<file path="config.mk">
export PLATFORM = sky130hd
export DESIGN_NAME = win_watch
export DESIGN_NICKNAME = d
export VERILOG_FILES = /design/src/rtl/win_watch_pkg.sv /design/src/rtl/win_watch_scope.sv /design/src/rtl/win_watch_cmp.sv /design/src/rtl/win_watch.sv
export SDC_FILE = /design/constraint.sdc
export NUM_CORES = 1
export LEC_CHECK = 0
export ABC_AREA = 1
export BUFFER_PORTS_ARGS = -buffer_cell sky130_fd_sc_hd__buf_2
export CORE_UTILIZATION = 39
export DETAILED_ROUTE_END_ITERATION = 8
export GPL_TIMING_DRIVEN = 0
export PLACE_DENSITY_LB_ADDON = 0.05
export SLEW_MARGIN = 10
export SYNTH_ARGS = -nofsm -noshare
export SYNTH_HDL_FRONTEND = slang
export SYNTH_SLANG_ARGS = --single-unit
export TNS_END_PERCENT = 30
</file>
<file path="constraint.sdc">
create_clock -name clk -period 1.7 [get_ports clk]
set_input_delay 0.17 -clock clk [delete_from_list [all_inputs] [get_ports clk]]
set_output_delay 0.17 -clock clk [all_outputs]
set_load 0.005 [all_outputs]
</file>
<file path="src/rtl/win_watch_pkg.sv">
package win_watch_pkg;

    // Registered state of the monitor: the sticky out-of-window flag.
    typedef struct packed {
        logic flag;
    } wd_state_t;

    localparam wd_state_t WD_RESET = '{flag: 1'b0};

endpackage

</file>
<file path="src/rtl/win_watch_scope.sv">
// Decides whether the presented result is one the watchdog must examine.
module win_watch_scope #(
    parameter int CHAN_W = 5
) (
    input  logic              res_vld,
    input  logic              res_inj,
    input  logic [CHAN_W-1:0] res_chan,
    input  logic              mon_reg_en,
    input  logic              mon_inj_en,
    input  logic              one_chan,
    input  logic [CHAN_W-1:0] sel_chan,
    output logic              in_scope
);

    logic group_on;
    logic chan_ok;

    always_comb begin
        group_on = res_inj ? mon_inj_en : mon_reg_en;
        chan_ok  = !one_chan || (res_chan == sel_chan);
        in_scope = res_vld && group_on && chan_ok;
    end

endmodule

</file>
<file path="src/rtl/win_watch_cmp.sv">
// Window comparison on the raw, unaligned code; bounds are inclusive.
module win_watch_cmp #(
    parameter int DATA_W = 12
) (
    input  logic [DATA_W-1:0] res_val,
    input  logic [DATA_W-1:0] thr_hi,
    input  logic [DATA_W-1:0] thr_lo,
    output logic              above,
    output logic              below
);

    always_comb begin
        above = res_val > thr_hi;
        below = res_val < thr_lo;
    end

endmodule

</file>
<file path="src/rtl/win_watch.sv">
module win_watch
    import win_watch_pkg::*;
#(
    parameter int DATA_W = 12,
    parameter int CHAN_W = 5
) (
    input  logic              clk,
    input  logic              rst_n,
    input  logic              res_vld,
    input  logic [DATA_W-1:0] res_val,
    input  logic [CHAN_W-1:0] res_chan,
    input  logic              res_inj,
    input  logic [DATA_W-1:0] thr_hi,
    input  logic [DATA_W-1:0] thr_lo,
    input  logic              mon_reg_en,
    input  logic              mon_inj_en,
    input  logic              one_chan,
    input  logic [CHAN_W-1:0] sel_chan,
    input  logic              irq_en,
    input  logic              flag_clr,
    output logic              wd_flag,
    output logic              wd_irq
);

    logic      in_scope;
    logic      above;
    logic      below;
    logic      hit;
    wd_state_t st_d;
    wd_state_t st_q;

    win_watch_scope #(.CHAN_W(CHAN_W)) u_scope (
        .res_vld    (res_vld),
        .res_inj    (res_inj),
        .res_chan   (res_chan),
        .mon_reg_en (mon_reg_en),
        .mon_inj_en (mon_inj_en),
        .one_chan   (one_chan),
        .sel_chan   (sel_chan),
        .in_scope   (in_scope)
    );

    win_watch_cmp #(.DATA_W(DATA_W)) u_cmp (
        .res_val (res_val),
        .thr_hi  (thr_hi),
        .thr_lo  (thr_lo),
        .above   (above),
        .below   (below)
    );

    // Next state: a clear strobe drops the flag, a fresh violation wins over it.
    always_comb begin
        hit  = in_scope && (above || below);
        st_d = st_q;
        if (flag_clr) begin
            st_d.flag = 1'b0;
        end
        if (hit) begin
            st_d.flag = 1'b1;
        end
    end

    always_ff @(posedge clk or negedge rst_n) begin
        if (!rst_n) begin
            st_q <= WD_RESET;
        end else begin
            st_q <= st_d;
        end
    end

    assign wd_flag = st_q.flag;
    assign wd_irq  = st_q.flag && irq_en;

endmodule

</file>
# After elaboration in Yosys (flattened, before gate mapping)
# Cells that the tools add are included.
[totals]
regBits = 1
latchBits = 0
ramBits = 0
mem_bits_ro = 0
output_inout_bits = 2
mem_count = 0
[op_classes]
n_addsub = 0
mul = 0
div = 0
n_lt_le_gt_ge = 2
n_eq_ne = 1
shift = 0
muxes = 3
n_bitwise = 0
reduce_logical = 8
[ops]
columns = ["operator", "n"]
rows = [
  ["greater-than comparator 12 bit", 1],
  ["less-than comparator 12 bit", 1],
  ["equality test 5 bit", 1],
  ["logical AND 1 bit", 4],
  ["two-way mux 1 bit", 3],
  ["logical OR 1 bit", 2],
  ["nonzero test 2 bit", 1],
  ["logical NOT 1 bit", 1],
]

# Depth between registers and ports, before layout
[logic_depth]
depth_word = 5
ltp_mapped = 13
depth_no_buf = 13

# Modules after synthesis
# From an unflattened synthesis, not the netlist that was laid out.
[hier_totals]
hier_cells = 149
area_unflattened_um2 = 837.1
[by_module_without_submodules]
columns = ["mod", "instances", "cells_per_inst", "area_per_inst_um2", "seq_area_each_um2"]
rows = [
  ["win_watch_cmp", 1, 106, 646.9, 0.0],
  ["win_watch_scope", 1, 36, 141.4, 0.0],
  ["win_watch", 1, 7, 48.8, 25.0],
]

# Worst setup path before layout
# No wires, ideal clock.
[synth_path]
path_type = "input port to flip-flop"
startpoint = "input thr_hi[11]"
endpoint = "register st_q, in the netlist wd_flag"
arrival_time_ps = 1003
slack_ps = 581
cell_stages = 11
n_path_buf = 0
path_cell_list = "inv_1 > ha_1 > nand2_1 > inv_2 > nand2_4 > nor2_4 > nand4_1 > nand2_1 > nand2_1 > nand2_1 > nand2_1"
[synth_via]
elab_chain_cells = 4
[synth_lines]
columns = ["item", "line", "source"]
rows = [
  ["start: declaration", "win_watch.sv:13", "input logic [DATA_W-1:0] thr_hi,"],
  ["greater-than comparator 12 bit (*)", "win_watch_cmp.sv:13", "above = res_val > thr_hi;"],
  ["logical OR 1 bit (*)", "win_watch.sv:53", "hit = in_scope && (above || below);"],
  ["logical AND 1 bit (*)", "win_watch.sv:53", ""],
  ["two-way mux 1 bit or nonzero test 2 bit (tied branches)", "-", ""],
  ["end signal: assignment", "win_watch.sv:67", "st_q <= st_d;"],
  ["end: declaration", "win_watch.sv:30", "wd_state_t st_q;"],
]
# Mark *: on every way between the ends. The rest lies on a longest branch, timed or not.
# A chain may end at the register's enable or synchronous reset.

# Worst setup path after layout
[layout_path]
startpoint = "input res_val[11]"
endpoint = "register st_q, in the netlist wd_flag"
[layout_via]
elab_chain_cells = 4
[layout_lines]
columns = ["item", "line", "source"]
rows = [
  ["start: declaration", "win_watch.sv:10", "input logic [DATA_W-1:0] res_val,"],
  ["greater-than comparator 12 bit or less-than comparator 12 bit (tied branches)", "win_watch_cmp.sv:13, win_watch_cmp.sv:14", ""],
  ["logical OR 1 bit (*)", "win_watch.sv:53", ""],
  ["logical AND 1 bit (*)", "win_watch.sv:53", ""],
  ["two-way mux 1 bit or nonzero test 2 bit (tied branches)", "-", ""],
]
# Marked as above.

==> metrics.md <==
| Metric | Value |
|---|---|
| Yosys reg bits | `1` |
| Post-synthesis area per instance | `6.13 µm²` |
| Die height | `47.2 µm` |
| Worst Setup Start Kind | `primary input` |
| Hpwl dp | `around 1.6 mm` |
| GPL Wtd Cong | `roughly 0.70` |
| Area of the multi-input gates | `approximately 630 µm²` |
| Row cnt | `15` |
| Post-route minimum period | `1300 ps` |
| Synth warnings | `0` |
| Global Route met2 Usage | `between 30% and 40%` |
| Internal | `0.000146 W` |
| Reg2Reg Depth | `2` |
| Gate power share | `89.1%` |
| Share of the synthesized area in the top cell type | `approximately 36%` |
| Final Net Count | `roughly 270` |
| Setup_tns | `0 ps` |
| Netlist Area Pre-Place | `around 800 µm²` |
| Die area | `between 0.002 and 0.0025 mm²` |
| Post-synthesis sequential area ratio | `roughly 3.1%` |
| Worst setup path end | `wd_flag` |
| Power per cell area | `~230 mW/mm²` |
| Switch share | `44.2%` |
| Critical Path Sink Type | `flip-flop` |
| TritonRoute pass-1 iters | `4` |
| Proportion of layout cells with a drive suffix above 1 | `a little over a third` |
| Worst VDD drop | `roughly 150 µV` |
| Gr usage total | `15.0%` |
| Stages on the worst setup path | `11` |
| Sw Pwr | `0.000115 W` |
| Max Slew Vio Count | `0` |
| Final WL | `1.59 mm` |
| Worst Tran Pin Value | `about 220 ps` |
| Antenna violations before repair | `0` |
| GR Util met3 | `0%` |
| Design Power | `~0.00026 W` |
| IO buf count | `56` |
| Vias in the first global route | `approximately 810` |
| Worst Path Required | `between 1500 and 2000 ps` |
| Final Setup Violations | `0` |
| Critical Path Slowest Stage Cell | `ha_1` |
| RSZ-0062 raised after global routing | `no` |
| Reg2Reg Setup Slack | `roughly 1100 ps` |
| Final hold vios | `0` |
| MaxCap Viol Count | `0` |
| Max FFs per register | `1` |
| Slew margin rel. | `a little under nine tenths` |
| Clk pwr share | `0%` |
| Max frequency | `roughly 0.77 GHz` |
| Worst-path fanout max | `2` |
| Kind of critical path | `in -> reg` |
| Most frequent CP cell | `nand2_1` |
| Starting Density | `a little over two fifths` |
| Grt peak-use layer | `met2` |
| IO Count | `between 50 and 60` |
| Largest area contributor in the netlist | `ha_1` |
| Synth cell count leaders | `inv_1 (35), nand2_1 (33), ha_1 (23)` |
| Skew-Pair Late Insertion Delay | `0 ps` |
| Grt total ovfl | `0` |
| Critical path's top delay family | `simple AND/OR/NAND/NOR gates` |
| Met1 usage | `16.5%` |
| First DRT Iteration DRCs | `3` |
| Prevailing post-synth register cell | `dfrtp_1` |
| Share of power burned in registers | `a little over a tenth` |
| Number of buffers and inverters on the critical path | `2` |
| Reg2reg end | `wd_flag` |
| Area Growth Syn to Fin | `40.3%` |
| Slowest stage delay, CP | `about 290 ps` |
| Clk pin slew, worst setup/hold paths | `0 ps` |
| Final antenna diode count | `0` |
| Count of cell types in the netlist | `20` |
| Via density | `between 4 and 5` |
| Fill cells | `approximately 190` |
| Post-cts resize count | `0` |
| CP arrival | `between 1000 and 1500 ps` |
| Die Width | `47.2 µm` |
| First-pass GRT wire length | `~2.6 mm` |
| Critical path startpoint | `res_val[11]` |
| DRT antenna net count | `0` |
| Worst Skew | `0 ps` |
| Total number of vias | `930` |
| Count leader, synth | `inv_1` |
| Critical path, cell by cell | `buf_2 -> ha_1 -> nand2_1 -> inv_2 -> nand2_4 -> nor2_4 -> nand4_1 -> nand2_1 -> nand2_1 -> nand2_1 -> nand2_1` |
| R2r startpoint | `wd_flag` |
| Ranking of synthesized cells by area | `ha_1 (36%), inv_1 (16%), nand2_1 (16%), a21oi_1 (5.0%), nor2_1 (3.3%)` |
| Register area | `approximately 25 µm²` |
| Post-Syn Nets | `approximately 210` |
| Static Leak | `about 0.8 nW` |
| CORE AREA | `0.00182 mm²` |
| Post-route clock period utilization | `approximately three quarters` |
| Outcome | `completed` |
| Hold Crit Class | `in -> reg` |
| Fraction of synthesis flops using an asynchronous set or reset pin | `between 90% and 100%` |
| Post-route DRC | `0` |
| Drt wl/cell | `approximately 7.5 µm` |
| EDFF count, synth | `0` |
| Mapped Cells | `130` |
| Largest net degree at the start of global routing | `4` |
-- placed cells by master, fill, tap and decap left out --
cell / instances
nor2_1: 7
a21o_1: 1
buf_2: 56
inv_2: 4
o21ai_1: 1
o21a_1: 1
xnor2_1: 1
a21oi_1: 8
nand4_1: 3
a21oi_2: 1
nand3_1: 2
o21ai_0: 1
nand2_4: 1
nor2_4: 2
nand2_2: 1
dlygate4sd3_1: 1
xor2_1: 3
nand3_2: 1
dfrtp_1: 1
ha_1: 23
inv_1: 35
nand2_1: 33
-- stage by stage --
stage               cell area [µm²]  hold WS [ps]  utilization [%]  cells  setup WS, ps
floorplan                       797          -126                -    130           581
global placement               1110         -54.1             60.9    211           409
finish                         1120           418             61.4    212           402
CTS                            1120           423             61.4    212           385
global route                   1120           448             61.4    212           237
detailed placement             1110         -52.0             60.9    211           382
-- cell families (layout without fill, tap and decap cells) --
| logic type | after synthesis | after routing | share of synthesized area (%) |
|---|---|---|---|
| XOR/XNOR | 4 | 4 | 4.40 |
| adder cells (fa/ha/maj) | 23 | 23 | 36.1 |
| AO/OA/AOI/OAI | 13 | 13 | 9.26 |
| flip-flops | 1 | 1 | 3.14 |
| AND/OR/NAND/NOR | 50 | 50 | 28.7 |
| buffers and inverters | 39 | 96 | 18.4 |
-- per-layer routing --
layer  up-vias  part of all wire, %
met2        36                   51
met3         0                  5.7
li1        512                    -
met4         0                    0
met5         -                    0
met1       382                   43
-- worst min-delay path: cells and delay by family --
kind / cells / cell delay [ps]
buf+inv: 2 / 110
simple gates: 2 / 80
-- layout make-up --
type,count,share of cell area [%]
Tap cell,25,2.80
Inverter,39,13.1
Sequential cell,1,2.24
Timing Repair Buffer,57,26.0
Multi-Input combinational cell,90,55.9
-- worst min-delay path by stage --
stage	to	slack (ps)	start	depth (start not counted)
3_3_place_gp	wd_flag	-50	rst_n	1
5_1_grt	wd_flag	450	flag_clr	4
6_report	wd_flag	420	flag_clr	4
3_5_place_dp	wd_flag	-50	rst_n	1
2_1_floorplan	wd_flag	-130	rst_n	0
4_1_cts	wd_flag	420	flag_clr	4
-- repair_timing --
item	CTS	global route
setup buffers	0	0
endpoints found under the hold margin	1	0
hold buffers	1	0
-- power by group through the flow --
stage	clock network (W)	logic, W	registers [W]
final	0	0.000233	0.0000284
after global routing	0	0.000273	0.0000288
after global placement	0	0.000224	0.0000285
after CTS	0	0.000237	0.0000285
after detailed placement	0	0.000234	0.0000285
after floorplan	0	0.000136	0.0000289
Note: power is estimated with default switching activity, not from simulation.
